--- config.mk ---
export PLATFORM = sky130hd
export DESIGN_NAME = clk_div_bank
export DESIGN_NICKNAME = d
export VERILOG_FILES = /design/src/rtl/clk_div_pkg.sv /design/src/rtl/clk_div_stage.sv /design/src/rtl/clk_div_bank.sv
export SDC_FILE = /design/constraint.sdc
export NUM_CORES = 1
export LEC_CHECK = 0
export BUFFER_PORTS_ARGS = -buffer_cell sky130_fd_sc_hd__buf_2
export CORE_UTILIZATION = 40
export DETAILED_ROUTE_END_ITERATION = 16
export GPL_TIMING_DRIVEN = 0
export PLACE_DENSITY = 0.76
export SKIP_CTS_REPAIR_TIMING = 1
export SYNTH_ARGS = -nofsm -noshare
export SYNTH_HDL_FRONTEND = slang
export SYNTH_SLANG_ARGS = --single-unit
--- constraint.sdc ---
create_clock -name clk -period 2.1 [get_ports clk]
set_input_delay 0.42 -clock clk [delete_from_list [all_inputs] [get_ports clk]]
set_output_delay 0.42 -clock clk [all_outputs]
set_load 0.05 [all_outputs]
--- src/rtl/clk_div_pkg.sv ---
package clk_div_pkg;

    localparam int SYS_W = 5;
    localparam int MEM_W = 5;
    localparam int OUT_W = 7;
    localparam int PER_W = 3;

    localparam int SYS_LSB = 8;
    localparam int PER_LSB = 13;
    localparam int MEM_LSB = 16;
    localparam int OUT_LSB = 22;
    localparam int ALIGN_BIT = 29;

    typedef struct packed {
        logic [OUT_W-1:0] out_div;
        logic [MEM_W-1:0] mem_div;
        logic [PER_W-1:0] per_div;
        logic [SYS_W-1:0] sys_div;
    } div_cfg_t;

    function automatic div_cfg_t cfg_unpack(input logic [31:0] w);
        div_cfg_t c;
        c.sys_div = w[SYS_LSB +: SYS_W];
        c.per_div = w[PER_LSB +: PER_W];
        c.mem_div = w[MEM_LSB +: MEM_W];
        c.out_div = w[OUT_LSB +: OUT_W];
        return c;
    endfunction

    function automatic logic [31:0] cfg_pack(input div_cfg_t c);
        logic [31:0] w;
        w = '0;
        w[SYS_LSB +: SYS_W] = c.sys_div;
        w[PER_LSB +: PER_W] = c.per_div;
        w[MEM_LSB +: MEM_W] = c.mem_div;
        w[OUT_LSB +: OUT_W] = c.out_div;
        return w;
    endfunction

endpackage

--- src/rtl/clk_div_stage.sv ---
module clk_div_stage #(
    parameter int W = 5
) (
    input  logic         clk,
    input  logic         rst,
    input  logic         align,
    input  logic         tick,
    input  logic [W-1:0] run_div,
    input  logic [W-1:0] align_div,
    output logic         en
);
    // A zero field wraps to all ones on subtraction, which is the largest divisor minus one.
    logic [W-1:0] cnt;
    logic [W-1:0] run_reload;
    logic [W-1:0] align_reload;

    assign run_reload   = run_div - 1'b1;
    assign align_reload = align_div - 1'b1;
    assign en           = tick && (cnt == '0);

    always_ff @(posedge clk) begin
        if (rst) begin
            cnt <= '1;
        end else if (align) begin
            cnt <= align_reload;
        end else if (tick) begin
            cnt <= (cnt == '0) ? run_reload : cnt - 1'b1;
        end
    end

    // a strobe only appears on a counting cycle
    a_r5_en_needs_tick: assert property (@(posedge clk) disable iff (rst)
        en |-> tick);

    // after an align to a divisor above 1 the strobe is low for the next cycle
    a_r6_align_quiet: assert property (@(posedge clk) disable iff (rst)
        (align && align_div != 1) |=> !en);

    // without a tick or an align the phase is held
    a_r7_hold_idle: assert property (@(posedge clk) disable iff (rst)
        (!tick && !align) |=> $stable(cnt));

endmodule

--- src/rtl/clk_div_bank.sv ---
module clk_div_bank
    import clk_div_pkg::*;
(
    input  logic        clk,
    input  logic        rst,
    input  logic        cfg_we,
    input  logic [31:0] cfg_wdata,
    output logic [31:0] cfg_rdata,
    output logic        en_sys,
    output logic        en_mem,
    output logic        en_out,
    output logic        en_per
);
    div_cfg_t cfg_q;
    div_cfg_t cfg_new;
    logic     align;

    assign cfg_new   = cfg_unpack(cfg_wdata);
    assign align     = cfg_we && cfg_wdata[ALIGN_BIT];
    assign cfg_rdata = cfg_pack(cfg_q);

    always_ff @(posedge clk) begin
        if (rst) begin
            cfg_q <= '0;
        end else if (cfg_we) begin
            cfg_q <= cfg_new;
        end
    end

    clk_div_stage #(.W(SYS_W)) u_sys (
        .clk(clk), .rst(rst), .align(align), .tick(1'b1),
        .run_div(cfg_q.sys_div), .align_div(cfg_new.sys_div), .en(en_sys)
    );

    clk_div_stage #(.W(MEM_W)) u_mem (
        .clk(clk), .rst(rst), .align(align), .tick(1'b1),
        .run_div(cfg_q.mem_div), .align_div(cfg_new.mem_div), .en(en_mem)
    );

    clk_div_stage #(.W(OUT_W)) u_out (
        .clk(clk), .rst(rst), .align(align), .tick(1'b1),
        .run_div(cfg_q.out_div), .align_div(cfg_new.out_div), .en(en_out)
    );

    // Peripheral divider is cascaded: it advances only on system strobes.
    clk_div_stage #(.W(PER_W)) u_per (
        .clk(clk), .rst(rst), .align(align), .tick(en_sys),
        .run_div(cfg_q.per_div), .align_div(cfg_new.per_div), .en(en_per)
    );

    // peripheral strobe is a subset of the system strobe
    a_r4_per_in_sys: assert property (@(posedge clk) disable iff (rst)
        en_per |-> en_sys);

    // the command bit never reads back as set
    a_r8_align_reads_zero: assert property (@(posedge clk) disable iff (rst)
        !cfg_rdata[ALIGN_BIT]);

    // a write is visible on the readback on the following cycle
    a_r8_readback: assert property (@(posedge clk) disable iff (rst)
        cfg_we |=> cfg_rdata[SYS_LSB +: SYS_W] == $past(cfg_wdata[SYS_LSB +: SYS_W]));

endmodule

Word-level counts from Yosys, hierarchy flattened

Index checks and enable logic that the tools add are counted.

Flip-flop bits (word level): 40
Output and inout port bits: 36
Logic and storage cells: 36

$add $sub $neg: 12
Multiplexer cells: 9
Reductions and logical operators: 7

Operators with widths:

| operator              | number |
|---|---|
| $sub A5 B1 Y5 const B | 6 |
| $sub A7 B1 Y7 const B | 3 |
| $mux W5               | 4 |
| $mux W7               | 2 |
| $logic_not A5 Y1      | 2 |
| $mux W3               | 3 |
| $sub A3 B1 Y3 const B | 3 |
| $logic_not A7 Y1      | 1 |
| $logic_not A3 Y1      | 1 |
| $logic_and A1 B1 Y1   | 2 |
| $reduce_bool A2 Y1    | 1 |

Depth between registers and ports, before layout

Word-level depth: 4
Depth in mapped cells: 12
Gate-level depth less buffers: 9

Modules after synthesis

From an unflattened synthesis, not the netlist that was laid out.

Cells, all modules: 263
Area, all modules: 2338.5 sq um

By module, submodules not included:

| module                     | instances | cells an instance | area each (sq um) |
|---|---|---|---|
| clk_div_bank               | 1         | 80                | 838.3 |
| clk_div_stage at u_mem ... | 2         | 45                | 374.1 |
| clk_div_stage at u_out     | 1         | 63                | 520.5 |
| clk_div_stage at u_per     | 1         | 30                | 231.5 |

Worst setup path before layout

Ideal clock, no wire load.

Path type: register to output
Start point: reg u_sys.cnt[1]
End point: out en_per
Data arrival time: 2.407 ns
Required time: 1.680 ns
Path slack: -0.727 ns
Cell stages (with the launch flop): 4
Cells stage by stage: dfxtp_1 nor3_1 nand2_1 nor4_1

Cells in the longest elaborated chain, start to end: 2

RTL lines:

| item                   | RTL line            | RTL |
|---|---|---|
| start, declared        | clk_div_stage.sv:13 | `logic [W-1:0] cnt;` |
| start signal, assigned | clk_div_stage.sv:25 | `cnt <= align_reload;` |
| start signal, assigned | clk_div_stage.sv:27 | `cnt <= (cnt == '0) ? run_reload : cnt - 1'b1;` |
| $logic_not A5 Y1       | clk_div_stage.sv:19 | `assign en = tick && (cnt == '0);` |
| $logic_and A1 B1 Y1    | clk_div_stage.sv:19 |  |
| end, declared          | clk_div_bank.sv:12  | `output logic en_per` |

Every way passes these cells.

Worst setup path after layout

Start point: reg u_out.cnt[5]
End point: out en_out

Cells in the longest elaborated chain, start to end: 1

RTL lines:

| item                   | RTL line            | RTL |
|---|---|---|
| start, declared        | clk_div_stage.sv:13 |  |
| start signal, assigned | clk_div_stage.sv:25 |  |
| start signal, assigned | clk_div_stage.sv:27 |  |
| $logic_not A7 Y1       | clk_div_stage.sv:19 |  |
| end, declared          | clk_div_bank.sv:11  | `output logic en_out,` |

Every way passes these cells.

==> impl_metrics.tcl <==
set metrics [dict create \
    tightest_slew_ns 0.8295 \
    fin_tns_setup_ns 0 \
    ys_ff_latch 40 \
    synth_top_cell_by_area "dfxtp_1" \
    first_iter_violations 83 \
    netlist_instances 233 \
    wl_per_cell_um 13.62 \
    outcome "finished clean" \
    ant_nets 0 \
    io_pins 71 \
    holdCritStartpoint "cfg_wdata[12]" \
    antenna_cells 0 \
    grt_max_degree 12 \
    dr_total_vias 1897 \
    peakVddDrop_v 0.0003776 \
    htree_levels 2 \
    die_area_um2 5359 \
    core-area_um2 4786 \
    gp_congestion 0.8740 \
    path_class "flip-flop to primary output" \
    syn_to_final_growth_pct 26.90 \
    cp_slowest_cell "nor3_2" \
    muxShareOfSynthArea_pct 10.36 \
    setup_viol 0 \
    synth_fa_ha_area_share_pct 2.468 \
    start_util_pct 42.38 \
    multi_input_area_um2 1185 \
    post_synth_num_cell_types 41 \
    finalCriticalPeriod_ns 2.026 \
    placed_area_um2 2397 \
    hold_ws_ns 0.3666 \
    max_freq_ghz 0.4935 \
    final_cell_mix "buf_2, nor2_1, dfxtp_1" \
    async_reset_ff_share_pct 0 \
    clk_pin_slew_ns 0.08 \
    final_common_cell "buf_2" \
    start_kind "flip-flop" \
    cts-root-buf "clkbuf_8" \
    vias_per_cell 5.212 \
    rsz0062_at_grt "yes" \
    leakage_nw 1.183 \
    clock_path_buffers 2 \
    synth.area.top_cells "dfxtp_1, mux2i_1, nor2_1" \
    die_h_um 73.21 \
    synth_edf_count 0 \
    grt_pass1_wl_um 7831 \
    synth_top_family_by_area "simple AND/OR/NAND/NOR gates" \
    antenna_found_initial 0 \
    fin_area_um2 2574 \
    crit_fanout 7 \
    synth_xor_xnor_area_share_pct 3.023 \
    syn_area_um2 2028 \
    fin_util_pct 53.78 \
    synth_compound_area_share_pct 18.08 \
    cp.arrival_ns 1.61 \
    r2r_setup_slack_ns 0.08 \
    synth-main-ff-cell "dfxtp_1" \
    n_fill_cell 459 \
    yosys_warnings 0 \
    seq_area_um2 800.8 \
    routed_wl_um 4958 \
    synthSimpleGateAreaFrac_pct 18.51 \
    syn_avg_cell_area_um2 8.705 \
    clk_latency_ns 0.31 \
    r2r_cells 8 \
    startpoint "u_out.cnt[5]$_SDFF_PP1_" \
    grt_pass1_vias 1714 \
    firstDrtPassIters 4 \
    hp-class "input port to flip-flop" \
    rows 25 \
    min_period_over_period_pct 96.49 \
    portBuffers 45 \
    overflow 0 \
    maxCapViolCount 0 \
    synth.yosys.seq_area_share_pct 39.48 \
    cts_made_buffers 5 \
    tritoncts "done" \
    detailed_place_hpwl_um 3441 \
    max-slew-margin-rel_pct 44.70 \
    fin_worst_skew_ns 0.007273 \
    path_cells "nor3_2, and2_1, buf_2" \
    drv_slew 0 \
    drc 0 \
    finalNetCount 336 \
    cts.sinks 40 \
    rr_startpoint "u_out.cnt[0]$_SDFF_PP1_" \
    die_x_um 73.21 \
    yosysTopAreaCellShare_pct 39.48 \
    track_usage_pct 19.50 \
    worstPathRequired_ns 1.68 \
    total_power_mw 1.852 \
    slowest_delay_ns 0.50 \
    crit_path_end_kind "primary output" \
    hold_depth 3 \
    hold_violations 0 \
    p_per_area_nw_per_um2 719.5 \
    drive_gt1_share_pct 27.95 \
]
cells in the mapped netlist, types with 5 or more instances:
library cell / count
a311oi_1: 8
dfxtp_1: 40
xor2_1: 5
mux2i_1: 21
o21ai_1: 5
nor2_1: 42
clkbuf_1: 7
o21ai_0: 7
buf_4: 12
a31oi_1: 5
nand2_1: 19
cell families after synthesis:
kind of cell,after synthesis
XOR/XNOR,7
other,1
multiplexers,21
flip-flops,40
buffers and inverters,28
adder cells (fa/ha/maj),4
AND/OR/NAND/NOR,83
AO/OA/AOI/OAI,49
cell type report:
cell class	count	share of cell area [%]
Multi-Input combinational cell	176	46.04
Sequential cell	40	31.11
Timing Repair Buffer	46	9.237
Buffer	23	5.882
Clock buffer	7	3.743
Tap cell	67	3.257
Inverter	5	0.7292
worst paths after layout:
kind / end
max: en_out
min: cfg_rdata[12]$_SDFFE_PP0P_
max reg2reg: u_out.cnt[6]$_SDFF_PP1_
min reg2reg: cfg_rdata[16]$_SDFFE_PP0P_
sequential cells by signal (all words and copies together), names as in the netlist:
register	cells
cfg_rdata	20
u_out.cnt	7
u_mem.cnt	5
u_sys.cnt	5
u_per.cnt	3
per-stage QoR:
stage | cells | setup WS (ns)
6_report | 364 | 0.07362
3_5_place_dp | 356 | -0.2458
5_1_grt | 364 | -0.02138
3_3_place_gp | 356 | -0.2068
4_1_cts | 363 | -0.2749
2_1_floorplan | 244 | 0.01831
power breakdown:
part	internal, mW	total (mW)	switching (mW)
clock	0.293	0.565	0.273
sequential	0.814	0.868	0.0543
combinational	0.141	0.418	0.277
total	1.25	1.85	0.604
critical path, delay by kind of cell, from the launching register on:
kind | cells | cell delay [ns]
buffers and inverters | 1 | 0.26
DFF | 1 | 0.34
and+or+nand+nor | 2 | 0.70
per-layer routing:
layer  up-vias  GRT usage, %  part of all wire, %
li1        937             -                    -
met1       887         24.94                   45
met2        63         30.97                   48
met3        10         3.315                  5.0
met4         0         11.11                  2.6
met5         -             0                    0
(Power assumes the default switching activity.)
